==> config.mk <==
export PLATFORM = sky130hd
export DESIGN_NAME = conv_sequencer
export DESIGN_NICKNAME = d
export VERILOG_FILES = /design/src/rtl/seq_pkg.sv /design/src/rtl/seq_pick.sv /design/src/rtl/seq_timer.sv /design/src/rtl/seq_duty.sv /design/src/rtl/conv_sequencer.sv
export SDC_FILE = /design/constraint.sdc
export NUM_CORES = 1
export LEC_CHECK = 0
export BUFFER_PORTS_ARGS = -buffer_cell sky130_fd_sc_hd__clkbuf_2
export CORE_MARGIN = 3
export CORE_UTILIZATION = 40
export CTS_CLUSTER_SIZE = 28
export DETAILED_ROUTE_END_ITERATION = 12
export PLACE_DENSITY = 0.66
export REMOVE_ABC_BUFFERS = 1
export SETUP_SLACK_MARGIN = 0.2
export SYNTH_ARGS = -nofsm -noshare
export SYNTH_HDL_FRONTEND = slang
export SYNTH_SLANG_ARGS = --single-unit
export TNS_END_PERCENT = 50
==> constraint.sdc <==
create_clock -name clk -period 5.4 [get_ports clk]
set_input_delay 0.54 -clock clk [delete_from_list [all_inputs] [get_ports clk]]
set_output_delay 0.54 -clock clk [all_outputs]
set_load 0.01 [all_outputs]
==> src/rtl/seq_pkg.sv <==
package seq_pkg;
   typedef enum logic [2:0] {
      ST_IDLE,
      ST_SETTLE,
      ST_CONVERT,
      ST_CAPTURE,
      ST_NEXT,
      ST_STANDBY
   } seq_state_e;

   localparam logic [1:0] RUN_CONT   = 2'd0;
   localparam logic [1:0] RUN_SINGLE = 2'd1;
   localparam logic [1:0] RUN_DUTY   = 2'd2;
endpackage

==> src/rtl/seq_pick.sv <==
// Lowest enabled channel whose index is at or above a start point.
module seq_pick #(
   parameter int NCH = 4,
   parameter int CW  = 2
) (
   input  logic [NCH-1:0] en,
   input  logic [CW:0]    from,
   output logic           found,
   output logic [CW-1:0]  idx
);
   logic [NCH-1:0] cand;

   generate
      for (genvar i = 0; i < NCH; i++) begin : g_cand
         assign cand[i] = en[i] && (from <= (CW+1)'(i));
      end
   endgenerate

   always_comb begin
      found = 1'b0;
      idx   = '0;
      for (int i = NCH - 1; i >= 0; i--) begin
         if (cand[i]) begin
            found = 1'b1;
            idx   = CW'(i);
         end
      end
   end
endmodule

==> src/rtl/seq_timer.sv <==
// Phase timer: a load of N keeps the phase for N cycles.
module seq_timer #(
   parameter int TW = 16
) (
   input  logic          clk,
   input  logic          rst_n,
   input  logic          load,
   input  logic [TW-1:0] len,
   output logic          last
);
   logic [TW-1:0] cnt_q;

   always_ff @(posedge clk or negedge rst_n) begin
      if (!rst_n)              cnt_q <= '0;
      else if (load)           cnt_q <= len - TW'(1);
      else if (cnt_q != '0)    cnt_q <= cnt_q - TW'(1);
   end

   assign last = (cnt_q == '0);
endmodule

==> src/rtl/seq_duty.sv <==
// Counts active cycles of a pass and derives the standby length.
module seq_duty #(
   parameter int ACT_W = 12,
   parameter int TW    = 16
) (
   input  logic          clk,
   input  logic          rst_n,
   input  logic          clear,
   input  logic          inc,
   input  logic          sixteenth,
   output logic [TW-1:0] stby_len
);
   logic [ACT_W-1:0] act_q;
   logic [TW-1:0]    total;

   always_ff @(posedge clk or negedge rst_n) begin
      if (!rst_n)                  act_q <= '0;
      else if (clear)              act_q <= '0;
      else if (inc && (act_q != '1)) act_q <= act_q + ACT_W'(1);
   end

   // the NEXT cycle that ends the pass is counted here as the final active cycle
   assign total    = TW'(act_q) + TW'(1);
   assign stby_len = sixteenth ? (total * TW'(15)) : (total * TW'(3));
endmodule

==> src/rtl/conv_sequencer.sv <==
module conv_sequencer #(
   parameter int NCH        = 4,
   parameter int FS_W       = 3,
   parameter int ST_W       = 4,
   parameter int MIN_SETTLE = 3,
   parameter int CONV_UNIT  = 2,
   parameter int ACT_W      = 12
) (
   input  logic                 clk,
   input  logic                 rst_n,
   input  logic [1:0]           run_mode,
   input  logic                 duty_sixteenth,
   input  logic                 sync_in,
   input  logic [NCH-1:0]       ch_en,
   input  logic [NCH-1:0]       ch_ord4,
   input  logic [NCH*FS_W-1:0]  ch_fs,
   input  logic [NCH*ST_W-1:0]  ch_settle,
   output logic [$clog2(NCH)-1:0] mux_sel,
   output logic                 filt_restart,
   output logic                 filt_ord4,
   output logic [FS_W-1:0]      filt_fs,
   output logic                 standby,
   output logic                 capture,
   output logic [$clog2(NCH)-1:0] capture_ch
);
   import seq_pkg::*;

   localparam int CW = $clog2(NCH);
   localparam int TW = ACT_W + 4;

   generate
      if (NCH < 2)                                      $error("NCH must be 2 or more");
      if (MIN_SETTLE < 1 || MIN_SETTLE >= (1 << ST_W))  $error("MIN_SETTLE out of range");
      if (CONV_UNIT < 1)                                $error("CONV_UNIT must be positive");
      if (4 * ((1 << FS_W) - 1) * CONV_UNIT >= (1 << TW)) $error("timer too narrow");
   endgenerate

   seq_state_e     st_q, st_d;
   logic [CW-1:0]  ch_q, ch_d;
   logic           sync_q, sync_rise, rst_pulse_q;
   logic           first_ok, next_ok;
   logic [CW-1:0]  first_idx, next_idx;
   logic           tmr_load, tmr_last;
   logic [TW-1:0]  tmr_len, stby_len;
   logic           pass_start, active;

   seq_pick #(.NCH(NCH), .CW(CW)) u_first (
      .en(ch_en), .from('0), .found(first_ok), .idx(first_idx));
   seq_pick #(.NCH(NCH), .CW(CW)) u_next (
      .en(ch_en), .from({1'b0, ch_q} + (CW+1)'(1)), .found(next_ok), .idx(next_idx));

   seq_timer #(.TW(TW)) u_tmr (
      .clk(clk), .rst_n(rst_n), .load(tmr_load), .len(tmr_len), .last(tmr_last));

   assign active = (st_q == ST_SETTLE) || (st_q == ST_CONVERT) ||
                   (st_q == ST_CAPTURE) || (st_q == ST_NEXT);

   seq_duty #(.ACT_W(ACT_W), .TW(TW)) u_duty (
      .clk(clk), .rst_n(rst_n), .clear(pass_start), .inc(active),
      .sixteenth(duty_sixteenth), .stby_len(stby_len));

   function automatic logic [TW-1:0] settle_of(input logic [CW-1:0] c);
      logic [ST_W-1:0] v;
      v = ch_settle[c*ST_W +: ST_W];
      return (int'(v) < MIN_SETTLE) ? TW'(MIN_SETTLE) : TW'(v);
   endfunction

   function automatic logic [FS_W-1:0] fs_of(input logic [CW-1:0] c);
      logic [FS_W-1:0] v;
      v = ch_fs[c*FS_W +: FS_W];
      return (v == '0) ? FS_W'(1) : v;
   endfunction

   function automatic logic [TW-1:0] conv_of(input logic [CW-1:0] c);
      return TW'(fs_of(c)) * TW'(CONV_UNIT) * (ch_ord4[c] ? TW'(4) : TW'(3));
   endfunction

   assign sync_rise = sync_in && !sync_q;

   always_comb begin
      st_d       = st_q;
      ch_d       = ch_q;
      tmr_load   = 1'b0;
      tmr_len    = '0;
      pass_start = 1'b0;
      unique case (st_q)
         ST_IDLE: begin
            if (first_ok && ((run_mode == RUN_CONT) || (run_mode == RUN_DUTY) ||
                             (run_mode == RUN_SINGLE && sync_rise))) begin
               st_d = ST_SETTLE; ch_d = first_idx; pass_start = 1'b1;
               tmr_load = 1'b1;  tmr_len = settle_of(first_idx);
            end
         end
         ST_SETTLE: begin
            if (tmr_last) begin
               st_d = ST_CONVERT; tmr_load = 1'b1; tmr_len = conv_of(ch_q);
            end
         end
         ST_CONVERT: if (tmr_last) st_d = ST_CAPTURE;
         ST_CAPTURE: st_d = ST_NEXT;
         ST_NEXT: begin
            if (next_ok) begin
               st_d = ST_SETTLE; ch_d = next_idx;
               tmr_load = 1'b1;  tmr_len = settle_of(next_idx);
            end else if (run_mode == RUN_CONT && first_ok) begin
               st_d = ST_SETTLE; ch_d = first_idx; pass_start = 1'b1;
               tmr_load = 1'b1;  tmr_len = settle_of(first_idx);
            end else if (run_mode == RUN_DUTY) begin
               st_d = ST_STANDBY; tmr_load = 1'b1; tmr_len = stby_len;
            end else begin
               st_d = ST_IDLE;
            end
         end
         ST_STANDBY: begin
            if (tmr_last) begin
               if (run_mode != RUN_SINGLE && run_mode != 2'd3 && first_ok) begin
                  st_d = ST_SETTLE; ch_d = first_idx; pass_start = 1'b1;
                  tmr_load = 1'b1;  tmr_len = settle_of(first_idx);
               end else begin
                  st_d = ST_IDLE;
               end
            end
         end
         default: st_d = ST_IDLE;
      endcase
   end

   always_ff @(posedge clk or negedge rst_n) begin
      if (!rst_n) begin
         st_q        <= ST_IDLE;
         ch_q        <= '0;
         sync_q      <= 1'b0;
         rst_pulse_q <= 1'b0;
      end else begin
         st_q        <= st_d;
         ch_q        <= ch_d;
         sync_q      <= sync_in;
         rst_pulse_q <= (st_q == ST_SETTLE) && tmr_last;
      end
   end

   assign mux_sel      = ch_q;
   assign capture_ch   = ch_q;
   assign capture      = (st_q == ST_CAPTURE);
   assign filt_restart = rst_pulse_q;
   assign filt_ord4    = ch_ord4[ch_q];
   assign filt_fs      = fs_of(ch_q);
   assign standby      = (st_q == ST_IDLE) || (st_q == ST_STANDBY);
endmodule

# Word-level counts from Yosys, hierarchy flattened
# Index checks and enable logic that the tools add are counted.
op_classes:
  add_sub_neg: 5
  mul: 4
  magnitude_cmp: 7
  n_eq_ne: 16
  n_shift: 3
  n_mux: 61
  reduce_logical: 29
op_table:
  columns: ["cell", "n"]
  rows:
  - ["two-way mux 16 bit", 6]
  - ["case mux 16 bit (4 select lines)", 1]
  - ["indexed part select 16 x 5 -> 4 bit", 2]
  - ["subtractor 16 x 1 -> 16 bit, second input constant", 2]
  - ["two-way mux 3 bit", 9]
  - ["two-way mux 2 bit", 13]
  - ["two-way mux 12 bit", 2]
  - ["two-way mux 4 bit", 5]
  - ["two-way mux 1 bit", 19]
  - ["case mux 3 bit (6 select lines)", 1]
  - ["zero test 16 bit", 1]
  - ["multiplier 16 x 2 -> 16 bit, second input constant", 1]
  - ["multiplier 16 x 4 -> 16 bit, second input constant", 1]
  - ["nonzero test 16 bit", 1]
  - ["adder 12 x 1 -> 13 bit, second input constant", 1]
  - ["adder 12 x 1 -> 12 bit, second input constant", 1]
  - ["logical AND 1 bit", 12]
  - ["!= test 12 bit, second input constant", 1]
  - ["!= test 2 bit, second input constant", 6]
  - ["indexed part select 12 x 5 -> 3 bit", 1]
  - ["less-than comparator 4 x 2 -> 1 bit, second input constant", 2]
  - ["two-way mux 7 bit", 1]
  - ["equality test 3 x 2 -> 1 bit, second input constant", 2]
  - ["equality test 3 bit, second input constant", 2]
  - ["23 further kinds", 32]
totals:
  regBits: 35
  input_bits: 42
  output_inout_bits: 11
  elab_cells: 131

# Depth between registers and ports, before layout
logic_depth:
  word_depth: 14
  depth_mapped: 23
  depth_no_buf: 22

# By module
# From an unflattened synthesis, not the netlist that was laid out.
hier_totals:
  cells_unflattened: 635
  hier_area_um2: 5336.4
modules_own_cells:
  columns: ["module", "instances", "cells_each", "area_per_inst_um2", "seq_area_each_um2"]
  rows:
  - ["seq_duty", 1, 353, 2771.4, 300.3]
  - ["conv_sequencer", 1, 132, 1228.7, 175.2]
  - ["seq_timer", 1, 128, 1201.2, 400.4]
  - ["seq_pick", 2, 11, 67.6, 0.0]

# Least setup slack after synthesis
# No wires, ideal clock.
synth_timing:
  path_type: "reg2reg"
  from: "register u_duty.act_q[1]"
  to: "register u_tmr.cnt_q[14]"
  setup_time_ps: 125
  arrival_time_ps: 4985
  required_time_ps: 5275
  setup_slack_ps: 290
  path_stages_with_launch: 21
  n_path_buf: 1
  period_less_slack_ps: 5110
  path_cell_list: "dfrtp_1 ha_1 buf_2 nand4_4 or3_1 xor2_1 inv_1 ha_1 inv_1 fa_1 inv_1 ha_1 nand2_1 or3_1 o311ai_0 nor2_1 xnor2_1 a22o_1 or2_2 or3_1 mux2_4"
synth_between:
  elab_chain_cells: 9
  elab_cells_between_ends: 10
  cone_classes: "2 x add/sub; 2 x mul; 6 x mux"
synth_rtl:
  columns: ["element", "line", "source"]
  rows:
  - ["start: declaration", "seq_duty.sv:13", "logic [ACT_W-1:0] act_q;"]
  - ["start signal: assignment", "seq_duty.sv:19", "else if (inc && (act_q != '1)) act_q <= act_q + ACT_W'(1);"]
  - ["adder 12 x 1 -> 13 bit *", "seq_duty.sv:23", "assign total = TW'(act_q) + TW'(1);"]
  - ["multiplier 16 x 2 -> 16 bit / multiplier 16 x 4 -> 16 bit (equally long branches)", "seq_duty.sv:24", "assign stby_len = sixteenth ? (total * TW'(15)) : (total * TW'(3));"]
  - ["two-way mux 16 bit *", "seq_duty.sv:24", null]
  - ["two-way mux 16 bit *", "conv_sequencer.sv:108", "end else if (run_mode == RUN_DUTY) begin"]
  - ["two-way mux 16 bit *", "conv_sequencer.sv:105", "end else if (run_mode == RUN_CONT && first_ok) begin"]
  - ["two-way mux 16 bit *", "conv_sequencer.sv:102", "if (next_ok) begin"]
  - ["case mux 16 bit (4 select lines) *", "conv_sequencer.sv:86", "unique case (st_q)"]
  - ["subtractor 16 x 1 -> 16 bit *", "seq_timer.sv:15", "else if (load) cnt_q <= len - TW'(1);"]
  - ["two-way mux 16 bit *", "seq_timer.sv:15", null]
  - ["end signal: assignment", "seq_timer.sv:15", null]
  - ["end signal: assignment", "seq_timer.sv:16", "else if (cnt_q != '0) cnt_q <= cnt_q - TW'(1);"]
  - ["end: declaration", "seq_timer.sv:11", "logic [TW-1:0] cnt_q;"]
# Mark *: on every way between the ends. The rest lies on a longest branch, timed or not.
# A chain may end at the register's enable or synchronous reset.

# Final worst setup path
layout_timing:
  from: "register u_duty.act_q[0]"
  to: "register u_tmr.cnt_q[14]"
# Same word-level chain as after synthesis.

==> impl_metrics.prom <==
# TYPE chip_impl_metric gauge
chip_impl_info{name="outcome",value="complete, no violations"} 1
chip_impl_info{name="timing.setup.critical_path_class",value="reg -> reg"} 1
chip_impl_metric{name="die_height",unit="um"} 126.5
chip_impl_metric{name="htree_levels",unit=""} 2
chip_impl_metric{name="fp.dieW",unit="um"} 126.5
chip_impl_metric{name="post_drt_via_cell_ratio",unit=""} 5.866
chip_impl_metric{name="layout-drive-gt1-share",unit="%"} 22.31
chip_impl_info{name="layout_commonest_cell",value="sky130_fd_sc_hd__nor2_1"} 1
chip_impl_metric{name="postSynthRegisterBits",unit=""} 35
chip_impl_metric{name="post_synth_num_cell_types",unit=""} 95
chip_impl_metric{name="critPathArrivalTime",unit="ps"} 5160
chip_impl_info{name="worstSetupEndpointType",value="flip-flop"} 1
chip_impl_metric{name="detail-route-antenna-nets",unit=""} 0
chip_impl_metric{name="syn_area_cell",unit="um^2"} 8.020
chip_impl_info{name="grt_setup_unrepaired",value="no"} 1
chip_impl_metric{name="cap_violations",unit=""} 0
chip_impl_metric{name="synthAdderAreaFrac",unit="%"} 11.72
chip_impl_metric{name="dr_total_vias",unit=""} 5631
chip_impl_metric{name="cts-hold-fix-buffers",unit=""} 0
chip_impl_metric{name="drt_wl_total",unit="um"} 16050
chip_impl_metric{name="power.ir.vdd_worst",unit="mV"} 0.2191
chip_impl_info{name="critPathLaunchType",value="flip-flop"} 1
chip_impl_metric{name="post_placement_worst_setup_slack",unit="ps"} 202.3
chip_impl_metric{name="wire_length_of_the_first_global_routing_pass",unit="um"} 26650
chip_impl_metric{name="worst_ep_required_time",unit="ps"} 5570
chip_impl_metric{name="leakage",unit="nW"} 3.004
chip_impl_metric{name="dieArea",unit="um^2"} 16000
chip_impl_metric{name="dp_hpwl",unit="um"} 12660
chip_impl_metric{name="grt_max_degree",unit=""} 36
chip_impl_metric{name="number_of_clock_buffers_inserted_by_tritoncts",unit=""} 5
chip_impl_metric{name="final_max_slew_viol_count",unit=""} 0
chip_impl_metric{name="top_level_ports",unit=""} 53
chip_impl_metric{name="finalPower",unit="W"} 0.002498
chip_impl_metric{name="setup_slack",unit="ps"} 405.8
chip_impl_metric{name="ant_diodes",unit=""} 0
chip_impl_info{name="cts_tree",value="built"} 1
chip_impl_metric{name="synth.cell_area",unit="um^2"} 5807
chip_impl_metric{name="port-buffer-count",unit=""} 52
chip_impl_metric{name="synth-async-reset-ratio",unit="%"} 100.0
chip_impl_metric{name="n_fill_cell",unit=""} 1384
chip_impl_metric{name="post-route-period-util",unit="%"} 92.49
chip_impl_metric{name="slew_headroom",unit="%"} 36.64
chip_impl_metric{name="worst_clock_skew",unit="ps"} 10.36
chip_impl_metric{name="gpl.final_weighted_congestion",unit=""} 0.9384
chip_impl_info{name="hold_class",value="in -> reg"} 1
chip_impl_metric{name="xor_and_xnor_fraction_of_the_mapped_netlist_area",unit="%"} 10.08
chip_impl_metric{name="grt_util_all_layers",unit="%"} 19.90
chip_impl_metric{name="synthesis_warning_total",unit=""} 0
chip_impl_metric{name="gr-total-overflow",unit=""} 0
chip_impl_metric{name="floorplan.initialDensity",unit="%"} 41.35
chip_impl_metric{name="firstDrtPassIters",unit=""} 5
chip_impl_metric{name="power_density",unit="nW/um^2"} 378.5
chip_impl_metric{name="clock_latency_on_the_worst_skew_pair",unit="ps"} 290
chip_impl_metric{name="cts.clk_slew.worst_paths",unit="ps"} 60
chip_impl_metric{name="drtIter0Drc",unit=""} 333
chip_impl_metric{name="syn_to_final_growth",unit="%"} 13.66
chip_impl_metric{name="core_area",unit="um^2"} 14040
chip_impl_metric{name="synthCells",unit=""} 724
chip_impl_metric{name="synth_simple_gate_area_share",unit="%"} 25.10
chip_impl_info{name="synth_top_family_by_area",value="compound AO/OA/AOI/OAI gates"} 1
chip_impl_metric{name="drc_errors",unit=""} 0
chip_impl_info{name="mostFrequentLayoutCells",value="sky130_fd_sc_hd__nor2_1, sky130_fd_sc_hd__inv_1, sky130_fd_sc_hd__clkbuf_2"} 1
chip_impl_metric{name="multi_input_comb_area",unit="um^2"} 4598
chip_impl_metric{name="cts-root-to-sink-buffers",unit=""} 2
chip_impl_metric{name="seq_area_frac_synth",unit="%"} 15.08
chip_impl_metric{name="worst_slew_pin_slew",unit="ps"} 950.3
chip_impl_metric{name="via_count_of_the_first_global_routing_pass",unit=""} 5398
chip_impl_metric{name="number_of_flops_mapped_to_enable_cells_by_yosys",unit=""} 0
chip_impl_metric{name="rows",unit=""} 43
chip_impl_metric{name="nNetsFinal",unit=""} 867
chip_impl_info{name="ctsRootBufferMaster",value="sky130_fd_sc_hd__clkbuf_16"} 1
chip_impl_metric{name="numClockSinks",unit=""} 35
chip_impl_metric{name="routed_wire_length_per_instance",unit="um"} 16.72
chip_impl_info{name="synth_ff_type",value="sky130_fd_sc_hd__dfrtp_1"} 1
chip_impl_metric{name="synth-compound-area-share",unit="%"} 25.49
chip_impl_metric{name="critical_path.max_fanout",unit=""} 6
chip_impl_metric{name="synth.area.mux_share",unit="%"} 4.590
chip_impl_metric{name="seq_area",unit="um^2"} 880.8
chip_impl_metric{name="max_freq",unit="MHz"} 200.2
chip_impl_metric{name="ff2ff_setup_slack",unit="ps"} 410
chip_impl_metric{name="timing.final.crit_period",unit="ps"} 4994
chip_impl_metric{name="antenna_found_initial",unit=""} 0
chip_impl_metric{name="finalHoldViolations",unit=""} 0
chip_impl_metric{name="setup-violations-final",unit=""} 0
-- worst max-delay path, stage by stage, from the launching register on --
cell and delay [ps]:
sky130_fd_sc_hd__dfrtp_1 410, sky130_fd_sc_hd__ha_4 200, sky130_fd_sc_hd__nand2b_1 180, sky130_fd_sc_hd__or4_4 500
sky130_fd_sc_hd__a21o_1 220, sky130_fd_sc_hd__a211oi_4 350, sky130_fd_sc_hd__xnor2_2 100, sky130_fd_sc_hd__fa_1 500
sky130_fd_sc_hd__inv_1 60, sky130_fd_sc_hd__ha_4 280, sky130_fd_sc_hd__o21a_1 110, sky130_fd_sc_hd__nor2_1 60
sky130_fd_sc_hd__or3_1 360, sky130_fd_sc_hd__o311ai_1 110, sky130_fd_sc_hd__nor2_1 90, sky130_fd_sc_hd__xnor2_1 130
sky130_fd_sc_hd__a22o_1 210, sky130_fd_sc_hd__or2_2 310, sky130_fd_sc_hd__or3_1 370, sky130_fd_sc_hd__mux2_4 300
-- stage by stage --
stage | TNS [ps] | area (um^2) | hold WS [ps] | util (%) | instances
floorplan | -48.27 | 5583 | 244.4 | - | 686
global placement | 0 | 6279 | 573.1 | 44.71 | 946
detailed placement | 0 | 6279 | 586.7 | 44.71 | 946
CTS | 0 | 6420 | 355.5 | 45.72 | 954
global route | 0 | 6600 | 363.2 | 47.00 | 960
finish | 0 | 6600 | 366.8 | 47.00 | 960
-- where the power goes --
| group | switching, W | internal, W | total, W |
|---|---|---|---|
| sequential | 0.000112 | 0.000346 | 0.000458 |
| clock | 0.000116 | 0.000168 | 0.000285 |
| combinational | 0.000999 | 0.000757 | 0.00176 |
-- area by class of cell --
| cell class | count | share of cell area, % |
|---|---|---|
| clock inverters | 3 | 0.2275 |
| inverters | 61 | 3.583 |
| well taps | 180 | 3.412 |
| repair buffers | 86 | 7.867 |
| multi-input cells | 590 | 69.67 |
| flip-flops and latches | 35 | 13.35 |
| clock buffers | 5 | 1.896 |
-- Yosys cell counts, drive strengths merged, types with 11 or more instances --
master	number	area, um^2
nand2b	11	68.82
a21o	11	82.58
buf	26	178.9
xnor2	40	365.4
o21ai	34	173.9
ha	32	400.4
clkbuf	12	45.04
a21oi	50	250.2
xor2	20	220.2
nand2	44	175.2
nor2	59	221.5
nor2b	13	81.33
dfrtp	35	875.8
nand3	25	142.6
o211ai	11	87.58
inv	60	227.7
fa	14	280.3
nor4	11	81.32
or3	13	86.33
nor3	25	157.6
-- final timing paths --
path,startpoint,cells after the start,endpoint
max,u_duty.act_q[0],19,u_tmr.cnt_q[14]
max reg2reg,u_duty.act_q[0],19,u_tmr.cnt_q[14]
min,sync_in,1,sync_q
max in group asynchronous,rst_n,1,u_duty.act_q[7]
min in group asynchronous,rst_n,1,u_tmr.cnt_q[7]
min reg2reg,u_duty.act_q[11],2,u_duty.act_q[11]
-- sequential cells by signal, summed over array words and instances (netlist names) --
register / flops
u_tmr.cnt_q: 16
u_duty.act_q: 12
st_q: 3
capture_ch: 2
sync_q: 1
filt_restart: 1
-- timing repair --
item / CTS / global route
buffers inserted: 0 / 6
pin swaps: 0 / 3
endpoints found under the setup margin: 1 / 2
resized for setup: 1 / 29
-- metal layers --
| metal | vias up | part of all wire, % | track usage, % |
|---|---|---|---|
| li1 | 2782 | - | - |
| met1 | 2654 | 45 | 26.84 |
| met2 | 178 | 47 | 32.63 |
| met3 | 17 | 6.7 | 4.632 |
| met4 | 0 | 1.5 | 4.290 |
| met5 | - | 0 | 0 |
-- kinds of logic after synthesis --
logic type	Yosys count
compound gates	210
simple gates	257
xor+xnor	60
flops	35
fa+ha+maj	46
buf+inv	99
mux	17
No activity file was read; power rests on OpenSTA's default activity.
